`src/rtl/dbs_pkg.sv`:
```
package dbs_pkg;
   typedef enum logic [1:0] {
      CMD_NONE    = 2'd0,
      CMD_READ    = 2'd1,
      CMD_WRITE   = 2'd2,
      CMD_REFRESH = 2'd3
   } dbs_cmd_e;

   function automatic bit is_pow2(input int v);
      return (v >= 2) && ((v & (v - 1)) == 0);
   endfunction
endpackage

```
`src/rtl/dbs_fifo.sv`:
```
module dbs_fifo #(
   parameter int W     = 1,
   parameter int DEPTH = 2
) (
   input  logic         clk,
   input  logic         rst_n,
   input  logic         push,
   input  logic [W-1:0] din,
   input  logic         pop,
   output logic [W-1:0] dout,
   output logic         empty,
   output logic         full
);
   localparam int PW = (DEPTH > 1) ? $clog2(DEPTH) : 1;
   localparam int CW = $clog2(DEPTH + 1);
   localparam logic [PW-1:0] LAST = PW'(DEPTH - 1);

   generate
      if (DEPTH < 1) begin : g_bad_depth
         $error("dbs_fifo: DEPTH must be at least 1");
      end
   endgenerate

   logic [W-1:0]  mem [DEPTH];
   logic [PW-1:0] wr_ptr, rd_ptr;
   logic [CW-1:0] cnt;
   logic          do_push, do_pop;

   assign empty   = (cnt == '0);
   assign full    = (cnt == CW'(DEPTH));
   assign do_push = push && !full;
   assign do_pop  = pop && !empty;
   assign dout    = mem[rd_ptr];

   always_ff @(posedge clk) begin
      if (!rst_n) begin
         wr_ptr <= '0;
         rd_ptr <= '0;
         cnt    <= '0;
      end else begin
         if (do_push) begin
            mem[wr_ptr] <= din;
            wr_ptr      <= (wr_ptr == LAST) ? '0 : wr_ptr + 1'b1;
         end
         if (do_pop)
            rd_ptr <= (rd_ptr == LAST) ? '0 : rd_ptr + 1'b1;
         if (do_push && !do_pop)
            cnt <= cnt + 1'b1;
         else if (do_pop && !do_push)
            cnt <= cnt - 1'b1;
      end
   end

   p_no_overflow_r9: assert property (@(posedge clk) disable iff (!rst_n)
      push |-> !full);
   p_no_underflow_r9: assert property (@(posedge clk) disable iff (!rst_n)
      pop |-> !empty);
endmodule

```
`src/rtl/dbs_timers.sv`:
```
module dbs_timers
   import dbs_pkg::*;
#(
   parameter int NB        = 16,
   parameter int BPR_W     = 2,
   parameter int BANK_BUSY = 6,
   parameter int BUS_BUSY  = 2,
   parameter int RW_DELAY  = 1,
   parameter int RR_DELAY  = 1,
   localparam int BW       = $clog2(NB),
   localparam int RANK_W   = BW - BPR_W
) (
   input  logic              clk,
   input  logic              rst_n,
   input  dbs_cmd_e          cmd,
   input  logic [BW-1:0]     cmd_bank,
   output logic [NB-1:0]     bank_free,
   output logic              bus_free,
   output logic              wr_free,
   output logic              nr_free,
   output logic [RANK_W-1:0] last_rank
);
   localparam int MAXD   = (RW_DELAY > RR_DELAY) ? RW_DELAY : RR_DELAY;
   localparam int BUS_CW = $clog2(BUS_BUSY + MAXD + 1);
   localparam int BNK_CW = $clog2(BANK_BUSY + 1);
   localparam logic [BUS_CW-1:0] L_BASIC = BUS_CW'(BUS_BUSY - 1);
   localparam logic [BUS_CW-1:0] L_WR_RD = BUS_CW'(BUS_BUSY + RW_DELAY - 1);
   localparam logic [BUS_CW-1:0] L_NR_RD = BUS_CW'(BUS_BUSY + RR_DELAY - 1);
   localparam logic [BNK_CW-1:0] L_BANK  = BNK_CW'(BANK_BUSY - 1);

   generate
      if (BANK_BUSY < 1 || BUS_BUSY < 1) begin : g_bad_busy
         $error("dbs_timers: busy times must be at least 1");
      end
      if (RW_DELAY < 0 || RR_DELAY < 0) begin : g_bad_delay
         $error("dbs_timers: bubble delays must not be negative");
      end
   endgenerate

   logic [BUS_CW-1:0] bas_cnt, wr_cnt, nr_cnt;
   logic              issuing;

   assign issuing  = (cmd != CMD_NONE);
   assign bus_free = (bas_cnt == '0);
   assign wr_free  = (wr_cnt == '0);
   assign nr_free  = (nr_cnt == '0);

   genvar k;
   generate
      for (k = 0; k < NB; k++) begin : g_bank
         logic [BNK_CW-1:0] cnt;
         always_ff @(posedge clk) begin
            if (!rst_n)
               cnt <= '0;
            else if (issuing && cmd_bank == BW'(k))
               cnt <= L_BANK;
            else if (cnt != '0)
               cnt <= cnt - 1'b1;
         end
         assign bank_free[k] = (cnt == '0);

         p_bank_rest_r3: assert property (@(posedge clk) disable iff (!rst_n)
            (issuing && cmd_bank == BW'(k)) |=> !bank_free[k] || (BANK_BUSY == 1));
      end
   endgenerate

   always_ff @(posedge clk) begin
      if (!rst_n) begin
         bas_cnt   <= '0;
         wr_cnt    <= '0;
         nr_cnt    <= '0;
         last_rank <= '0;
      end else if (issuing) begin
         bas_cnt <= L_BASIC;
         if (cmd == CMD_READ) begin
            wr_cnt <= L_WR_RD;
            nr_cnt <= L_NR_RD;
         end else begin
            wr_cnt <= L_BASIC;
            nr_cnt <= L_BASIC;
         end
         if (cmd != CMD_REFRESH)
            last_rank <= cmd_bank[BW-1:BPR_W];
      end else begin
         if (bas_cnt != '0) bas_cnt <= bas_cnt - 1'b1;
         if (wr_cnt  != '0) wr_cnt  <= wr_cnt  - 1'b1;
         if (nr_cnt  != '0) nr_cnt  <= nr_cnt  - 1'b1;
      end
   end

   p_write_turn_r5: assert property (@(posedge clk) disable iff (!rst_n)
      (cmd == CMD_WRITE) |-> wr_free);
   p_rank_switch_r6: assert property (@(posedge clk) disable iff (!rst_n)
      (cmd == CMD_READ && cmd_bank[BW-1:BPR_W] != last_rank) |-> nr_free);
endmodule

```
`src/rtl/dbs_refresh.sv`:
```
module dbs_refresh #(
   parameter int NB       = 16,
   parameter int INTERVAL = 40,
   parameter int PEND_MAX = 7,
   localparam int BW      = $clog2(NB)
) (
   input  logic          clk,
   input  logic          rst_n,
   input  logic          ref_done,
   output logic          ref_want,
   output logic [BW-1:0] ref_bank
);
   localparam int TW = $clog2(INTERVAL + 1);
   localparam int PW = $clog2(PEND_MAX + 1);

   generate
      if (INTERVAL < 1 || PEND_MAX < 1) begin : g_bad_refresh
         $error("dbs_refresh: interval and pending limit must be at least 1");
      end
   endgenerate

   logic [TW-1:0] tmr;
   logic [PW-1:0] pend;
   logic          tick;

   assign tick     = (tmr == TW'(INTERVAL - 1));
   assign ref_want = (pend != '0);

   always_ff @(posedge clk) begin
      if (!rst_n) begin
         tmr      <= '0;
         pend     <= '0;
         ref_bank <= '0;
      end else begin
         tmr <= tick ? '0 : tmr + 1'b1;
         if (tick && !ref_done) begin
            if (pend != PW'(PEND_MAX)) pend <= pend + 1'b1;
         end else if (!tick && ref_done) begin
            pend <= pend - 1'b1;
         end
         if (ref_done)
            ref_bank <= (ref_bank == BW'(NB - 1)) ? '0 : ref_bank + 1'b1;
      end
   end

   p_pend_bound_r7: assert property (@(posedge clk) disable iff (!rst_n)
      pend <= PW'(PEND_MAX));
   p_ref_needs_pend_r7: assert property (@(posedge clk) disable iff (!rst_n)
      ref_done |-> ref_want);
   p_ref_ptr_step_r7: assert property (@(posedge clk) disable iff (!rst_n)
      ref_done |=> ref_bank == (($past(ref_bank) == BW'(NB - 1)) ? '0 : $past(ref_bank) + 1'b1));
endmodule

```
`src/rtl/dram_bank_sched.sv`:
```
module dram_bank_sched
   import dbs_pkg::*;
#(
   parameter int ADDR_W         = 16,
   parameter int BANKS_PER_RANK = 4,
   parameter int RANKS_PER_DIMM = 2,
   parameter int DIMMS          = 2,
   parameter int BANK_LSB       = 6,
   parameter int RANK_LSB       = 8,
   parameter int DIMM_LSB       = 9,
   parameter int QUEUE_DEPTH    = 2,
   parameter int IN_DEPTH       = 4,
   parameter int BANK_BUSY      = 6,
   parameter int BUS_BUSY       = 2,
   parameter int RW_DELAY       = 1,
   parameter int RR_DELAY       = 1,
   parameter int REFRESH_PERIOD = 640,
   parameter int PEND_MAX       = 7,
   localparam int BPR_W    = $clog2(BANKS_PER_RANK),
   localparam int RPD_W    = $clog2(RANKS_PER_DIMM),
   localparam int DIMM_W   = $clog2(DIMMS),
   localparam int NB       = BANKS_PER_RANK * RANKS_PER_DIMM * DIMMS,
   localparam int BW       = BPR_W + RPD_W + DIMM_W,
   localparam int RANK_W   = BW - BPR_W,
   localparam int INTERVAL = REFRESH_PERIOD / NB
) (
   input  logic              clk,
   input  logic              rst_n,
   input  logic              in_valid,
   input  logic              in_write,
   input  logic [ADDR_W-1:0] in_addr,
   output logic              in_ready,
   output logic              iss_valid,
   output logic              iss_write,
   output logic              iss_refresh,
   output logic [BW-1:0]     iss_bank
);
   generate
      if (!is_pow2(BANKS_PER_RANK) || !is_pow2(RANKS_PER_DIMM) || !is_pow2(DIMMS)) begin : g_bad_geom
         $error("dram_bank_sched: bank, rank and dimm counts must be powers of two, at least 2");
      end
      if (BANK_LSB + BPR_W > ADDR_W || RANK_LSB + RPD_W > ADDR_W || DIMM_LSB + DIMM_W > ADDR_W) begin : g_bad_field
         $error("dram_bank_sched: an address field lies outside the address");
      end
      if (INTERVAL < 1) begin : g_bad_period
         $error("dram_bank_sched: refresh period shorter than the bank count");
      end
   endgenerate

   // ---------------- decode and input FIFO ----------------
   logic [BW-1:0] dec_bank, hd_bank;
   logic          in_empty, in_full, hd_write, move;
   logic [NB-1:0] q_empty, q_full, q_head, q_pop;

   assign dec_bank = {in_addr[DIMM_LSB +: DIMM_W], in_addr[RANK_LSB +: RPD_W], in_addr[BANK_LSB +: BPR_W]};
   assign in_ready = !in_full;
   assign move     = !in_empty && !q_full[hd_bank];

   dbs_fifo #(.W(BW + 1), .DEPTH(IN_DEPTH)) u_in_fifo (
      .clk   (clk),
      .rst_n (rst_n),
      .push  (in_valid && in_ready),
      .din   ({in_write, dec_bank}),
      .pop   (move),
      .dout  ({hd_write, hd_bank}),
      .empty (in_empty),
      .full  (in_full)
   );

   // ---------------- per-bank queues ----------------
   genvar k;
   generate
      for (k = 0; k < NB; k++) begin : g_q
         dbs_fifo #(.W(1), .DEPTH(QUEUE_DEPTH)) u_bq (
            .clk   (clk),
            .rst_n (rst_n),
            .push  (move && hd_bank == BW'(k)),
            .din   (hd_write),
            .pop   (q_pop[k]),
            .dout  (q_head[k]),
            .empty (q_empty[k]),
            .full  (q_full[k])
         );
      end
   endgenerate

   // ---------------- timers and refresh ----------------
   dbs_cmd_e          pick_cmd;
   logic [BW-1:0]     pick_bank, rr_ptr, ref_bank, scan_b;
   logic [NB-1:0]     bank_free;
   logic              bus_free, wr_free, nr_free, ref_want;
   logic [RANK_W-1:0] last_rank;

   dbs_timers #(
      .NB(NB), .BPR_W(BPR_W), .BANK_BUSY(BANK_BUSY), .BUS_BUSY(BUS_BUSY),
      .RW_DELAY(RW_DELAY), .RR_DELAY(RR_DELAY)
   ) u_timers (
      .clk       (clk),
      .rst_n     (rst_n),
      .cmd       (pick_cmd),
      .cmd_bank  (pick_bank),
      .bank_free (bank_free),
      .bus_free  (bus_free),
      .wr_free   (wr_free),
      .nr_free   (nr_free),
      .last_rank (last_rank)
   );

   dbs_refresh #(.NB(NB), .INTERVAL(INTERVAL), .PEND_MAX(PEND_MAX)) u_refresh (
      .clk      (clk),
      .rst_n    (rst_n),
      .ref_done (pick_cmd == CMD_REFRESH),
      .ref_want (ref_want),
      .ref_bank (ref_bank)
   );

   // ---------------- rotating scan ----------------
   always_comb begin
      pick_cmd  = CMD_NONE;
      pick_bank = '0;
      scan_b    = '0;
      if (bus_free) begin
         for (int i = 1; i <= NB; i++) begin
            scan_b = rr_ptr + BW'(i);
            if (pick_cmd == CMD_NONE && bank_free[scan_b]) begin
               if (ref_want && ref_bank == scan_b) begin
                  pick_cmd  = CMD_REFRESH;
                  pick_bank = scan_b;
               end else if (!q_empty[scan_b]) begin
                  if (q_head[scan_b] ? wr_free
                                     : (scan_b[BW-1:BPR_W] == last_rank || nr_free)) begin
                     pick_cmd  = q_head[scan_b] ? CMD_WRITE : CMD_READ;
                     pick_bank = scan_b;
                  end
               end
            end
         end
      end
   end

   always_comb begin
      q_pop = '0;
      if (pick_cmd == CMD_READ || pick_cmd == CMD_WRITE)
         q_pop[pick_bank] = 1'b1;
   end

   always_ff @(posedge clk) begin
      if (!rst_n)
         rr_ptr <= BW'(NB - 1);
      else if (pick_cmd != CMD_NONE)
         rr_ptr <= pick_bank;
   end

   assign iss_valid   = (pick_cmd != CMD_NONE);
   assign iss_write   = (pick_cmd == CMD_WRITE);
   assign iss_refresh = (pick_cmd == CMD_REFRESH);
   assign iss_bank    = pick_bank;

   // ---------------- checks ----------------
   localparam int GW = $clog2(BUS_BUSY + 1);
   logic [GW-1:0] gap;
   always_ff @(posedge clk) begin
      if (!rst_n)
         gap <= GW'(BUS_BUSY);
      else if (iss_valid)
         gap <= GW'(1);
      else if (gap < GW'(BUS_BUSY))
         gap <= gap + 1'b1;
   end

   p_bus_spacing_r4: assert property (@(posedge clk) disable iff (!rst_n)
      iss_valid |-> gap >= GW'(BUS_BUSY));
   p_refresh_flags_r2: assert property (@(posedge clk) disable iff (!rst_n)
      iss_refresh |-> iss_valid && !iss_write);
   p_issue_has_head_r9: assert property (@(posedge clk) disable iff (!rst_n)
      (iss_valid && !iss_refresh) |-> !q_empty[iss_bank]);
   p_reset_quiet_r11: assert property (@(posedge clk) disable iff (!rst_n)
      $rose(rst_n) |-> !iss_valid);
endmodule

```
`config.mk`:
```
export PLATFORM = sky130hd
export DESIGN_NAME = dram_bank_sched
export DESIGN_NICKNAME = d
export VERILOG_FILES = /design/src/rtl/dbs_pkg.sv /design/src/rtl/dbs_fifo.sv /design/src/rtl/dbs_timers.sv /design/src/rtl/dbs_refresh.sv /design/src/rtl/dram_bank_sched.sv
export SDC_FILE = /design/constraint.sdc
export NUM_CORES = 1
export LEC_CHECK = 0
export ABC_CLOCK_PERIOD_IN_PS = 6900
export CORE_ASPECT_RATIO = 1.2
export CORE_UTILIZATION = 38
export DETAILED_ROUTE_END_ITERATION = 10
export DONT_BUFFER_PORTS = 1
export HOLD_SLACK_MARGIN = 0.02
export PLACE_DENSITY_LB_ADDON = 0.1
export RECOVER_POWER = 25
export SLEW_MARGIN = 40
export SYNTH_ARGS = -nofsm -noshare
export SYNTH_HDL_FRONTEND = slang
export SYNTH_SLANG_ARGS = --single-unit
```
`constraint.sdc`:
```
create_clock -name clk -period 6.9 [get_ports clk]
set_input_delay 1.725 -clock clk [delete_from_list [all_inputs] [get_ports clk]]
set_output_delay 1.725 -clock clk [all_outputs]
set_load 0.05 [all_outputs]
```
* Yosys cells after proc, flatten, opt, wreduce, memory -nomap -nowiden
Memory sizes are Yosys's and may differ from the RTL's. A register that Yosys moved wholly into a read port is not among the register bits.
Index checks and enable logic that the tools add are counted.
** Word-level totals
- Register bits after elaboration :: 144
- Bits in latches :: 0
- Bits in writable memories :: 52
- Memory bits (read-only) :: 0
- Bits of input ports :: 20
- Output and inout bits :: 8
- Word-level logic and storage cells :: 1165
- Memories :: 17
** Operators by class
- Add/subtract/negate cells :: 106
- Multiply operators :: 0
- Divide/modulo/power cells :: 0
- Order comparisons :: 19
- Equal/unequal tests :: 89
- Shift operators :: 0
- Mux-type cells :: 486
- Bitwise operators :: 1
- Reduce and logical (&&, ||, !) cells :: 355
** Memory list
- u_in_fifo.mem :: words 4, bits a word 5, rd ports 1, clocked after Yosys merged registers in 1, wr ports 1, RTL line dbs_fifo.sv:24 : logic [W-1:0] mem [DEPTH];
- g_q[0].u_bq.mem :: words 2, bits a word 1, rd ports 1, clocked after Yosys merged registers in 1, wr ports 1, RTL line dbs_fifo.sv:24
- g_q[10].u_bq.mem :: words 2, bits a word 1, rd ports 1, clocked after Yosys merged registers in 1, wr ports 1, RTL line dbs_fifo.sv:24
- g_q[11].u_bq.mem :: words 2, bits a word 1, rd ports 1, clocked after Yosys merged registers in 1, wr ports 1, RTL line dbs_fifo.sv:24
- g_q[12].u_bq.mem :: words 2, bits a word 1, rd ports 1, clocked after Yosys merged registers in 1, wr ports 1, RTL line dbs_fifo.sv:24
- g_q[13].u_bq.mem :: words 2, bits a word 1, rd ports 1, clocked after Yosys merged registers in 1, wr ports 1, RTL line dbs_fifo.sv:24
- +11 memories
** Operators with widths (count)
- 4-bit two-way mux :: 78
- 2-bit two-way mux :: 137
- 1-bit binary-select mux with 4-bit select :: 49
- 1-bit two-way mux :: 183
- 1-bit logical AND :: 136
- 3-bit two-way mux :: 37
- 4-bit by 5-bit < comparator with 1-bit output (second input constant) :: 18
- 2-bit nonzero test :: 41
- 1-bit logical NOT :: 71
- 4-bit == test (second input constant) :: 17
- 2-bit logical NOT :: 34
- 4-bit == test :: 16
- 3-bit by 1-bit subtractor with 3-bit output (second input constant) :: 18
- 3-bit logical NOT :: 17
- 3-bit nonzero test :: 17
- 2-bit == test (second input constant) :: 20
- 2-bit by 1-bit subtractor with 2-bit output (second input constant) :: 19
- 2-bit by 1-bit adder with 2-bit output (second input constant) :: 18
- 2-bit OR reduction :: 18
- 1-bit adder (second input constant) :: 32
- 4-bit adder (second input constant) :: 8
- 2-bit == test :: 16
- 4-bit by 3-bit == test with 1-bit output (second input constant) :: 8
- 1-bit logical OR :: 17
- other kinds (18) :: 31

* Depth between registers and ports, before layout
- Depth in word-level cells :: 92
- Depth in mapped cells :: 32
- Depth with buffers taken out :: 26

* Modules after synthesis
From an unflattened synthesis, not the netlist that was laid out.
** Second synthesis, totals
- Cell total of the unflattened synthesis :: 1694
- Area total of the unflattened synthesis :: 16605.9 sq um
** Modules (own cells, without submodules)
- dram_bank_sched :: times used 1, cells each 740, area an instance 6791.5 sq um, sequential area each 80.1 sq um
- dbs_fifo (g_q[0].u_bq ...) :: times used 16, cells each 29, area an instance 295.3 sq um, sequential area each 160.2 sq um
- dbs_timers :: times used 1, cells each 339, area an instance 3206.8 sq um, sequential area each 1121.1 sq um
- dbs_fifo (u_in_fifo) :: times used 1, cells each 76, area an instance 1209.9 sq um, sequential area each 780.7 sq um
- dbs_refresh :: times used 1, cells each 75, area an instance 673.1 sq um, sequential area each 260.2 sq um

* Worst setup path before layout
Ideal clock, no wire load.
- Kind :: register to output
- Start point :: register rr_ptr[1]
- End point :: output port iss_bank[2]
- Arrival :: 5272 ps
- Data required time :: 5175 ps
- Slack :: -97 ps
- Stages on the path, launching flop included :: 21
- Path buffers :: 6
- Path through :: dfxtp_1 > clkinv_1 > buf_2 > buf_1 > ha_1 > buf_2 > buf_4 > buf_2 > or4_1 > a41oi_2 > o2111ai_1 > and3_1 > or2_4 > a31o_4 > or4_4 > or4b_4 > o32a_1 > o311ai_0 > a21o_2 > inv_2 > buf_4
** Between the ends
- Cells in the longest elaborated chain, start to end :: 83
- Elaborated cells on any way between the ends :: 386
- Those cells by class :: add/sub: 15; eq/ne: 31; mux: 279; reduce/logical: 61
** RTL lines
- from (decl) :: RTL line dram_bank_sched.sv:89 : logic [BW-1:0] pick_bank, rr_ptr, ref_bank, scan_b;
- from (signal assigned) :: RTL line dram_bank_sched.sv:149 : rr_ptr <= BW'(NB - 1);
- from (signal assigned) :: RTL line dram_bank_sched.sv:151 : rr_ptr <= pick_bank;
- 4-bit by 1-bit adder with 4-bit output :: RTL line dram_bank_sched.sv:124 : scan_b = rr_ptr + BW'(i);
- 1-bit binary-select mux with 4-bit select / 2-bit == test (equally long branches) :: RTL line dram_bank_sched.sv:130, dram_bank_sched.sv:132, dram_bank_sched.sv:131
- 1-bit two-way mux (not written as such) / 1-bit logical OR (equally long branches) :: RTL line dram_bank_sched.sv:130, dram_bank_sched.sv:132, dram_bank_sched.sv:131
- 2-bit two-way mux / 1-bit two-way mux (equally long branches) :: RTL line dram_bank_sched.sv:132, dram_bank_sched.sv:130
- 2-bit two-way mux :: RTL line dram_bank_sched.sv:130 : if (q_head[scan_b] ? wr_free
- 2-bit two-way mux :: RTL line dram_bank_sched.sv:129 : end else if (!q_empty[scan_b]) begin
- 2-bit two-way mux :: RTL line dram_bank_sched.sv:126 : if (ref_want && ref_bank == scan_b) begin
- 2-bit two-way mux :: RTL line dram_bank_sched.sv:125 : if (pick_cmd == CMD_NONE && bank_free[scan_b]) begin
- [67 not listed]
- 2-bit two-way mux :: RTL line dram_bank_sched.sv:129
- 2-bit two-way mux :: RTL line dram_bank_sched.sv:126
- 2-bit two-way mux :: RTL line dram_bank_sched.sv:125
- 2-bit two-way mux :: RTL line dram_bank_sched.sv:122 : if (bus_free) begin
- 2-bit logical NOT :: RTL line dram_bank_sched.sv:125
- 1-bit logical AND :: RTL line dram_bank_sched.sv:125
- 4-bit two-way mux * :: RTL line dram_bank_sched.sv:125
- 4-bit two-way mux * :: RTL line dram_bank_sched.sv:122
- to (decl) :: RTL line dram_bank_sched.sv:36 : output logic [BW-1:0] iss_bank
Every way passes the cells marked *; elsewhere a longest branch is shown, timed or not. The select of a mux whose other input is x is not followed.

* Final worst setup path
- Start point :: register rr_ptr[0]
- End point :: output port iss_bank[2]
Same word-level chain as after synthesis.

==> results.md <==
- Outcome: finished, violations left
- Violated checks: capacitance limit, slew limit
- Hold Vio Cnt, Final: 0
- Inserted Clock Buffers: 25
- Syn-to-layout area delta: 20.3%
- Post-synth EDFFs: between 50 and 60
- Reg clk slew, reported paths: around 60 ps
- Tcrit/Tclk final: 0.984
- CORE AREA: roughly 44,000 um^2
- Gate Count Post-Synth: around 1,900
- Skew final: between 20 and 30 ps
- RD Place Congestion: around 0.97
- Synth Flop Type: dfxtp_1
- WP data arrival: slightly above 5000 ps
- Register area share after synthesis: 0.285
- Top post-synthesis cells by area: dfxtp_1 (19%), edfxtp_1 (9.3%), mux4_2 (7.5%)
- Total Wirelength: around 58,000 um
- Filler cells: ~4,300
- TritonCTS clock tree: built
- Final-stage net count: 2,113
- Die height: 233 um
- Worst-path cell chain: buf_4, clkbuf_16, or3_1, nand4_1, nand4_1, buf_4, buf_4, mux2i_1, o32ai_4, o21a_1, or4_1, inv_1, nand4_1, or3_1, o221a_2, a21o_2, inv_2, buf_12
- Endpoint class of the critical path: primary output
- Fmax: approximately 150 MHz
- FF/Latch Area: approximately 4800 um^2
- Setup violators final: 0
- Xor-xnor portion of the synthesized cell area: 0.0636
- Yosys top cell by area: dfxtp_1
- Tot GR Track Use: 0.255
- Largest family of logic cells by synthesized area: simple AND/OR/NAND/NOR gates
- Routed WL per cell: around 22 um
- Die X: slightly below 200 um
- Post-Syn Area: ~17,000 um^2
- Layout cells sized above 1: 0.251
- Die area: 45,200 um^2
- Complex-gate fraction of the synthesized area: 0.155
- WP data required: around 5200 ps
- Synthesized-area fraction occupied by adder cells: 0.0663
- Placement Rows: 84
- CTS Buffer Depth: 3
- Worst path max stage delay: ~680 ps
- First-pass GRT wire length: 88,000 um
- Crit-path slowest cell: or4_1
- Crit-path max FO: 16
- Worst slack, placed: 148 ps
- # clock sinks: 214
- Post-synthesis simple-gate area fraction: 0.213
- Total of warnings raised by yosys: 0
- Multiplexer area fraction after synthesis: 0.156
- Worst Hold Class: register to register
- Final Worst Setup Slack: about 110 ps
- Residual DRC: 0
- Via count: approximately 15,000
- Post-CTS Hold Buffers: 0
- Top cells by count, synth: dfxtp_1 (162), nor2_1 (154), nand2_1 (135)
- Crit path launch type: register
- Synthesized net count: between 1,500 and 2,000
- Synth cell types: between 100 and 150
- Area of the multi-input gates: roughly 12,000 um^2
- Vias in the first global route: around 15,000
- Slew HR: -0.498
- Worst-Skew Late Latency: about 580 ps
- Worst-margin pin slew: 2230 ps
- Buffers on Ports: 0
- Initial Util: 0.385
- Top-count cell post-synth: dfxtp_1
- Slew Limit Fails: between 50 and 60
- Final min period: around 6800 ps
- Largest net degree at the start of global routing: 93
- Gr ovfl total: 0
- WHS: 451 ps
- Ant diodes: 0
- Top-area cell type share of the netlist area: 0.193
- Crit path kind: register to primary output
- Initial antenna violation count: 0
- Asr flop ratio synth: 0
- # IOs: 28
- TritonRoute pass-1 iters: 5
- H-tree Lvls: 1
- Synth Register Bits: around 210
- Antenna-violating nets left: 0
- Max Cap Viol: 1
- HPWL Detailed: approximately 45,000 um
- Vias/cell: 5.80
- Root buf cell: clkbuf_16
- Initial DRC Count: between 800 and 900
- Post-Syn Area per Cell: 8.93 um^2
- RSZ-0062 raised after global routing: yes
-- kinds of logic after synthesis --
logic type      after synthesis
compound gates              379
xor+xnor                    119
fa+ha+maj                    88
buf+inv                     250
flops                       214
mux                         189
simple gates                646
-- metal layers --
metal | track usage | up-vias | routed length [um]
li1 | - | 7114 | -
met1 | 0.299 | 7347 | 24000
met2 | 0.458 | 377 | 28400
met3 | 0.0265 | 137 | 2200
met4 | 0.133 | 0 | 3310
met5 | 0 | - | 0
-- cell usage in the layout (no fill, tap or decap), types with 15 or more instances in the layout --
cell | synthesis | layout
xor2_1 | 64 | 61
buf_4 | 10 | 204
or2_2 | 29 | 28
nand2b_1 | 35 | 33
mux2_2 | 27 | 26
xnor2_1 | 52 | 48
mux4_2 | 56 | 56
nor2_1 | 154 | 152
o21ai_0 | 79 | 73
nand2_1 | 135 | 133
nor4_1 | 17 | 15
o22ai_1 | 42 | 38
dfxtp_1 | 162 | 158
nand3_1 | 36 | 36
a21oi_1 | 77 | 73
nor3_1 | 32 | 29
inv_1 | 114 | 113
or3_1 | 34 | 34
ha_1 | 86 | 72
clkbuf_16 | 0 | 26
nand4_1 | 29 | 29
mux2i_1 | 106 | 101
edfxtp_1 | 52 | 52
and3_1 | 44 | 43
-- final timing paths --
check	startpoint	end	slack, ps	cells past startpoint
worst max-delay path	rr_ptr[0]	iss_bank[2]	110	18
worst min-delay path	u_refresh.tmr[0]	u_refresh.tmr[0]	450	1
worst max register to register	rr_ptr[0]	g_q[4].u_bq.cnt[1]	650	22
worst min register to register	u_refresh.tmr[0]	u_refresh.tmr[0]	450	1
-- state kept, by name, summed over array words and instances, names as in the netlist, named ones only --
| name | cells |
|---|---|
| u_in_fifo.rd_ptr | 2 |
| u_timers.nr_cnt | 2 |
| g_q.u_bq.cnt | 32 |
| g_q.u_bq.rd_ptr | 16 |
| u_timers.last_rank | 2 |
| g_q.u_bq.wr_ptr | 16 |
| u_timers.bas_cnt | 2 |
| u_in_fifo.cnt | 3 |
| u_timers.g_bank.cnt | 48 |
| u_in_fifo.wr_ptr | 2 |
| u_in_fifo.mem | 20 |
| g_q.u_bq.mem | 32 |
| rr_ptr | 4 |
| u_timers.wr_cnt | 2 |
| u_refresh.pend | 3 |
| u_refresh.ref_bank | 4 |
| u_refresh.tmr | 6 |
-- area by class of cell --
type                       instances  share of cell area
clock buffer                      32              0.0332
clock inverter                    13             0.00741
inverter                         122              0.0230
multi-input combinational       1421               0.573
sequential                       214               0.238
tap                              559              0.0345
timing repair buffer             221              0.0915
-- timing repair --
action                     4_1_cts  5_1_grt
setup buffers                    8       19
pin swaps                        5       24
gates resized for setup         54       72
setup endpoints to repair        7        7
cloned                           1        1
-- critical path, delay by kind of cell, from the launching register on --
kind	cells	cell delay, ps
mux	1	350
simple gates	6	1970
flops	1	370
compound gates	4	770
buf+inv	7	1010
-- per-stage QoR --
stage / area [um^2] / util / std cells / setup TNS (ps)
floorplan: 16800 / - / 1885 / 0
CTS: 19700 / 0.452 / 2562 / 0
global route: 20300 / 0.463 / 2582 / -94.3
detailed placement: 18600 / 0.425 / 2508 / 0
global placement: 18500 / 0.424 / 2508 / 0
finish: 20300 / 0.463 / 2582 / 0
Power is not shown: default switching activity piles up to over one toggle a cycle in this logic, so the estimate is an artifact.
